==> config.mk <==
export PLATFORM = sky130hd
export DESIGN_NAME = ppic_irq_ctrl
export DESIGN_NICKNAME = d
export VERILOG_FILES = /design/src/rtl/ppic_pkg.sv /design/src/rtl/ppic_hs_sync.sv /design/src/rtl/ppic_flags.sv /design/src/rtl/ppic_out.sv /design/src/rtl/ppic_irq_ctrl.sv
export SDC_FILE = /design/constraint.sdc
export NUM_CORES = 1
export LEC_CHECK = 0
export BUFFER_PORTS_ARGS = -buffer_cell sky130_fd_sc_hd__buf_2
export CORE_AREA = 2 2 39 41
export DETAILED_ROUTE_END_ITERATION = 8
export DIE_AREA = 0 0 41 43
export PLACE_DENSITY = 0.81
export SYNTH_ARGS = -nofsm -noshare
export SYNTH_HDL_FRONTEND = slang
export SYNTH_HIERARCHICAL = 1
export SYNTH_SLANG_ARGS = --single-unit
==> constraint.sdc <==
create_clock -name clk -period 1.4 [get_ports clk]
set_input_delay 0.28 -clock clk [delete_from_list [all_inputs] [get_ports clk]]
set_output_delay 0.28 -clock clk [all_outputs]
set_load 0.02 [all_outputs]
==> src/rtl/ppic_pkg.sv <==
package ppic_pkg;

    localparam int REG_W       = 8;
    localparam int CTL_KICK_B  = 0;
    localparam int CTL_OE_B    = 4;
    localparam int ALT_SRC_B   = 3;
    localparam int ALT_TYPE_LO = 4;
    localparam int ALT_INV_B   = 6;
    localparam int NUM_LINES   = 2;
    localparam int LINE_ACK    = 0;
    localparam int LINE_BUSY   = 1;

    typedef enum logic [1:0] {
        ITYPE_HANDSHAKE = 2'b00,
        ITYPE_EMPTY     = 2'b01,
        ITYPE_FULL      = 2'b10,
        ITYPE_EMPTY_ALT = 2'b11
    } itype_e;

    typedef struct packed {
        logic   invert;
        itype_e itype;
        logic   src_busy;
    } alt_t;

    typedef struct packed {
        logic live;
        logic pend_n;
        logic b0;
    } stat_t;

    function automatic alt_t decode_alt(input logic [REG_W-1:0] w);
        alt_t a;
        a.invert   = w[ALT_INV_B];
        a.itype    = itype_e'(w[ALT_TYPE_LO+1:ALT_TYPE_LO]);
        a.src_busy = w[ALT_SRC_B];
        return a;
    endfunction

    function automatic logic fifo_req(input itype_e t, input logic full, input logic empty);
        logic r;
        case (t)
            ITYPE_FULL:                   r = full;
            ITYPE_EMPTY, ITYPE_EMPTY_ALT: r = empty;
            default:                      r = 1'b0;
        endcase
        return r;
    endfunction

endpackage

==> src/rtl/ppic_hs_sync.sv <==
module ppic_hs_sync #(
    parameter int STAGES = 2
) (
    input  logic clk,
    input  logic rst,
    input  logic din,
    output logic level,
    output logic fall
);
    localparam int LAST = STAGES - 1;

    logic [STAGES-1:0] chain_q;
    logic              prev_q;

    generate
        if (STAGES == 1) begin : g_single
            always_ff @(posedge clk) begin
                if (rst) chain_q <= '1;
                else     chain_q <= din;
            end
        end else begin : g_multi
            always_ff @(posedge clk) begin
                if (rst) chain_q <= '1;
                else     chain_q <= {chain_q[STAGES-2:0], din};
            end
        end
    endgenerate

    always_ff @(posedge clk) begin
        if (rst) prev_q <= 1'b1;
        else     prev_q <= chain_q[LAST];
    end

    assign level = chain_q[LAST];
    assign fall  = prev_q & ~chain_q[LAST];

    p_fall_shape_r4: assert property (@(posedge clk) disable iff (rst)
        fall |-> (!level && $past(level)));

endmodule

==> src/rtl/ppic_flags.sv <==
module ppic_flags (
    input  logic clk,
    input  logic rst,
    input  logic kick_wr,
    input  logic data_wr,
    input  logic stat_rd,
    input  logic hs_fall,
    output logic lat_q,
    output logic nl_q
);
    logic lat_set;
    assign lat_set = kick_wr | hs_fall;

    always_ff @(posedge clk) begin
        if (rst) begin
            lat_q <= 1'b0;
            nl_q  <= 1'b0;
        end else begin
            if (lat_set)      lat_q <= 1'b1;
            else if (stat_rd) lat_q <= 1'b0;
            if (kick_wr)      nl_q  <= 1'b1;
            else if (data_wr) nl_q  <= 1'b0;
        end
    end

    p_event_wins_r5: assert property (@(posedge clk) disable iff (rst)
        (hs_fall || kick_wr) |=> lat_q);
    p_read_clears_r2: assert property (@(posedge clk) disable iff (rst)
        (stat_rd && !hs_fall && !kick_wr) |=> !lat_q);
    p_data_clears_r3: assert property (@(posedge clk) disable iff (rst)
        (data_wr && !kick_wr) |=> !nl_q);
    p_kick_sets_r3: assert property (@(posedge clk) disable iff (rst)
        kick_wr |=> nl_q);

endmodule

==> src/rtl/ppic_out.sv <==
module ppic_out
    import ppic_pkg::*;
(
    input  alt_t  alt,
    input  logic  strap,
    input  logic  lat_q,
    input  logic  nl_q,
    input  logic  fifo_full,
    input  logic  fifo_empty,
    input  logic  ack_level,
    output logic  int_level,
    output stat_t stat
);
    logic req;

    always_comb begin
        if (alt.itype == ITYPE_HANDSHAKE) req = strap ? nl_q : lat_q;
        else                              req = fifo_req(alt.itype, fifo_full, fifo_empty);
        int_level = alt.invert ? req : ~req;
    end

    always_comb begin
        case (alt.itype)
            ITYPE_HANDSHAKE: stat.live = ack_level;
            ITYPE_FULL:      stat.live = fifo_full;
            default:         stat.live = fifo_empty;
        endcase
        stat.pend_n = ~lat_q;
        stat.b0     = (alt.itype != ITYPE_EMPTY_ALT);
    end

endmodule

==> src/rtl/ppic_irq_ctrl.sv <==
module ppic_irq_ctrl
    import ppic_pkg::*;
#(
    parameter int SYNC_STAGES = 2
) (
    input  logic             clk,
    input  logic             rst,
    input  logic             mode_strap,
    input  logic             ctrl_wr,
    input  logic [REG_W-1:0] ctrl_wdata,
    input  logic             alt_wr,
    input  logic [REG_W-1:0] alt_wdata,
    input  logic             data_wr,
    input  logic             stat_rd,
    input  logic             ack_n,
    input  logic             busy_in,
    input  logic             fifo_full,
    input  logic             fifo_empty,
    output logic             int_level,
    output logic             int_oe,
    output logic             stat_live,
    output logic             stat_pend_n,
    output logic             stat_b0
);
    alt_t                 alt_q;
    logic                 oe_q;
    logic                 kick_wr;
    logic [NUM_LINES-1:0] line_in;
    logic [NUM_LINES-1:0] line_lvl;
    logic [NUM_LINES-1:0] line_fall;
    logic                 hs_fall;
    logic                 lat_q;
    logic                 nl_q;
    stat_t                stat;

    always_ff @(posedge clk) begin
        if (rst) begin
            alt_q <= '0;
            oe_q  <= 1'b0;
        end else begin
            if (alt_wr)  alt_q <= decode_alt(alt_wdata);
            if (ctrl_wr) oe_q  <= ctrl_wdata[CTL_OE_B];
        end
    end

    assign kick_wr = ctrl_wr & ctrl_wdata[CTL_KICK_B];

    assign line_in[LINE_ACK]  = ack_n;
    assign line_in[LINE_BUSY] = busy_in;

    generate
        for (genvar i = 0; i < NUM_LINES; i++) begin : g_line
            ppic_hs_sync #(.STAGES(SYNC_STAGES)) u_sync (
                .clk   (clk),
                .rst   (rst),
                .din   (line_in[i]),
                .level (line_lvl[i]),
                .fall  (line_fall[i])
            );
        end
    endgenerate

    assign hs_fall = alt_q.src_busy ? line_fall[LINE_BUSY] : line_fall[LINE_ACK];

    ppic_flags u_flags (
        .clk     (clk),
        .rst     (rst),
        .kick_wr (kick_wr),
        .data_wr (data_wr),
        .stat_rd (stat_rd),
        .hs_fall (hs_fall),
        .lat_q   (lat_q),
        .nl_q    (nl_q)
    );

    ppic_out u_out (
        .alt        (alt_q),
        .strap      (mode_strap),
        .lat_q      (lat_q),
        .nl_q       (nl_q),
        .fifo_full  (fifo_full),
        .fifo_empty (fifo_empty),
        .ack_level  (line_lvl[LINE_ACK]),
        .int_level  (int_level),
        .stat       (stat)
    );

    assign int_oe      = oe_q;
    assign stat_live   = stat.live;
    assign stat_pend_n = stat.pend_n;
    assign stat_b0     = stat.b0;

    p_oe_track_r11: assert property (@(posedge clk) disable iff (rst)
        ctrl_wr |=> (int_oe == $past(ctrl_wdata[CTL_OE_B])));
    p_zero_kick_r12: assert property (@(posedge clk) disable iff (rst)
        (ctrl_wr && !ctrl_wdata[CTL_KICK_B] && !hs_fall && !lat_q) |=> stat_pend_n);
    p_b0_type_r9: assert property (@(posedge clk) disable iff (rst)
        alt_wr |=> (stat_b0 == !($past(alt_wdata[ALT_TYPE_LO+1:ALT_TYPE_LO]) == 2'b11)));

endmodule

==> impl_metrics.ini <==
[clock_network]
cts_hold_buf = 0
clk_latency_ns = 0.26
clk_pin_slew_ns = 0.07
cts_buffers = 3
htreeDepth = 1
clock_sink_count = 13
cts.path.max_buffers = 2
clock-root-buffer = clkbuf_4
cts_tree = built

[setup_path]
cp-startpoint = alt_q[2]$_SDFFE_PP0P_
crit_family = flip-flops
rr_worst_depth = 4
r2r_end = u_flags/lat_q$_SDFFE_PP0P_
cp_data_arrival_time_ns = 1.20
timing.rr.start = g_line[0].u_sync/chain_q[1]$_SDFF_PP1_
endpoint_kind = output port
start_kind = flip-flop
cp_slowest_cell = dfxtp_4
rrSetupSlack_ns = 0.46
cp.depth = 4
required_ns = 1.12
crit_path_max_incr_delay_ns = 0.36
crit_fanout = 6
setup.worst_path.class = flip-flop to output port
path_cells = nor2b_2 > a31oi_1 > nand3_1 > buf_6
path_buf_inv = 1

[job]
drv_cap = 0

[floorplan]
num_io_pins = 32
die_area_um2 = 1763
initial_core_util_pct = 39.42
die_w_um = 41
core_um2 = 1384
die_h_um = 43
rows = 14

[finish]
layout-drive-gt1-share_pct = 40.74
layout-area-overhead-vs-synth_pct = 30.73
nNetsFinal = 109
nFillCells = 128
num_antenna_cells = 0

[global_route]
grt_pass1_vias = 376
grt_pass1_wl_mm = 1.352
grtUsageTotal_pct = 11.35
grt_max_degree = 14
antenna_found_initial = 0
grt-ovfl-total = 0

[yosys]
yosysMostFrequentCell = dfxtp_1
synth-seq-cells = 13
avgSynthCellArea_um2 = 9.741
async_flop_share_pct = 0
synthXorXnorAreaFrac_pct = 0
yosys_warnings = 6
synth_cells = 56
ys_top_cells_by_area = dfxtp_1 48%, mux2i_1 15%, or2_1 6.9%
synth_top_family_by_area = simple AND/OR/NAND/NOR gates
synth-edff-count = 0
synth_adder_area_share_pct = 0
synth-simple-area-share_pct = 28.44
yosysTopAreaCell = dfxtp_1
ys_top_cells_by_count = 13 x dfxtp_1, 8 x mux2i_1, 7 x nor2_1
yosysTopAreaCellShare_pct = 47.71
muxShareOfSynthArea_pct = 16.74
synth_area_um2 = 545.5
synth_cell_type_count = 21
yosysSeqAreaShare_pct = 47.71
ys.flop_type = dfxtp_1
synth_compound_area_share_pct = 4.817
syn_nets = 83

[timing]
max_freq_mhz = 674.0
holdWs_ns = 0.1857
timing.slew.headroom_pct = 89.15
rsz0062_at_grt = yes
maxSlewViolCount = 0
fin_ws_ns = -0.08360
fin_crit_sh_pct = 106.0
setup_tns_ns = -0.08360
period_needed_ns = 1.484
hold_viol = 0
fin_worst_skew_ns = 0.002126
worst_pin_slew_ns = 0.1582
final-setup-viol-count = 1

[routing]
vias = 447
drc = 0
drt-pass1-iter-count = 1
drt_iter0_drc = 0
viasPerCell = 4.608
wire_per_inst_um = 8.990
routed_wl_um = 872
antenna_left = 0

[outcome]
status = complete, but fails checks
violations = negative setup slack

[place]
gp_congestion = 0.6776
post-place-ws_ns = 0.09696
io_buffers = 21
hpwl_um = 692.9

[power]
p_per_area_nw_per_um2 = 1042
power_w = 0.0007431
p_leak_nw = 0.3307
ir_worst_vdd_v = 0.0005428

[worst_hold_path]
hold_class = primary input to flip-flop
hold_start = ack_n
min_to = g_line[0].u_sync/chain_q[0]$_SDFF_PP1_
holdPathStages = 2
==> area by class of cell <==
type	count	area, um^2	share of cell area [%]
Timing Repair Buffer	22	118.9	16.67
Multi-Input combinational cell	40	272.8	38.25
Tap cell	16	20.02	2.807
Clock buffer	4	26.28	3.684
Inverter	2	7.507	1.053
Sequential cell	13	267.8	37.54
==> kinds of logic (layout without fill, tap and decap cells) <==
kind of cell           after synthesis  after routing
AO/OA/AOI/OAI                        5              5
buffers and inverters                3             28
flip-flops                          13             13
multiplexers                         9              9
AND/OR/NAND/NOR                     26             26
==> worst register-to-register path: cells and delay by family (launching register included) <==
kind / cells / cell delay [ns]
DFF: 1 / 0.37
muxes: 1 / 0.26
AOI/OAI and AO/OA: 1 / 0.06
and+or+nand+nor: 2 / 0.15
==> how the worst max path moves through the flow <==
stage / slack, ns / endpoint
after floorplan: 0.17 / stat_live
after global placement: 0.08 / int_level
after detailed placement: 0.1 / int_level
after CTS: -0.1 / int_level
after global routing: -0.20 / int_level
final: -0.08 / int_level
==> state kept, by name (all words and copies together), names as in the netlist <==
name                   flops
int_oe                     1
g_line.u_sync/prev_q       2
g_line.u_sync/chain_q      4
u_flags/nl_q               1
alt_q                      4
u_flags/lat_q              1
==> layer usage <==
layer / wire length [um] / GRT usage [%] / vias to the layer above
li1: - / - / 237
met1: 382 / 11.92 / 198
met2: 440 / 19.06 / 12
met3: 48 / 3.141 / 0
met4: 0 / 6.000 / 0
met5: 0 / 0 / -
==> metrics by stage <==
stage,instance area [um^2],utilization (%),cells
CTS,710.7,51.36,97
floorplan,545.5,-,56
global placement,665.6,48.10,92
global route,713.2,51.54,97
detailed placement,665.6,48.10,92
finish,713.2,51.54,97
==> what timing repair did <==
| item | 4_1_cts | 5_1_grt |
|---|---|---|
| setup endpoints to repair | 2 | 2 |
| setup buffers | 1 | 0 |
| endpoints found under the hold margin | 0 | 0 |
| gates resized for setup | 6 | 2 |
==> cell usage in the layout (no fill, tap or decap), types with 2 or more instances in the layout <==
master / n
buf_2: 20
dfxtp_1: 9
mux2i_1: 8
a21oi_1: 3
nor2b_1: 2
nor2_1: 7
inv_1: 2
nand2_1: 2
clkbuf_4: 3
dfxtp_2: 3
or2_1: 6
==> report_power, final <==
part	internal (W)	total, W	switching [W]
sequential	0.000389	0.000404	0.0000144
clock	0.000110	0.000219	0.000109
combinational	0.0000647	0.000120	0.0000556
No activity file was read; power rests on OpenSTA's default activity.
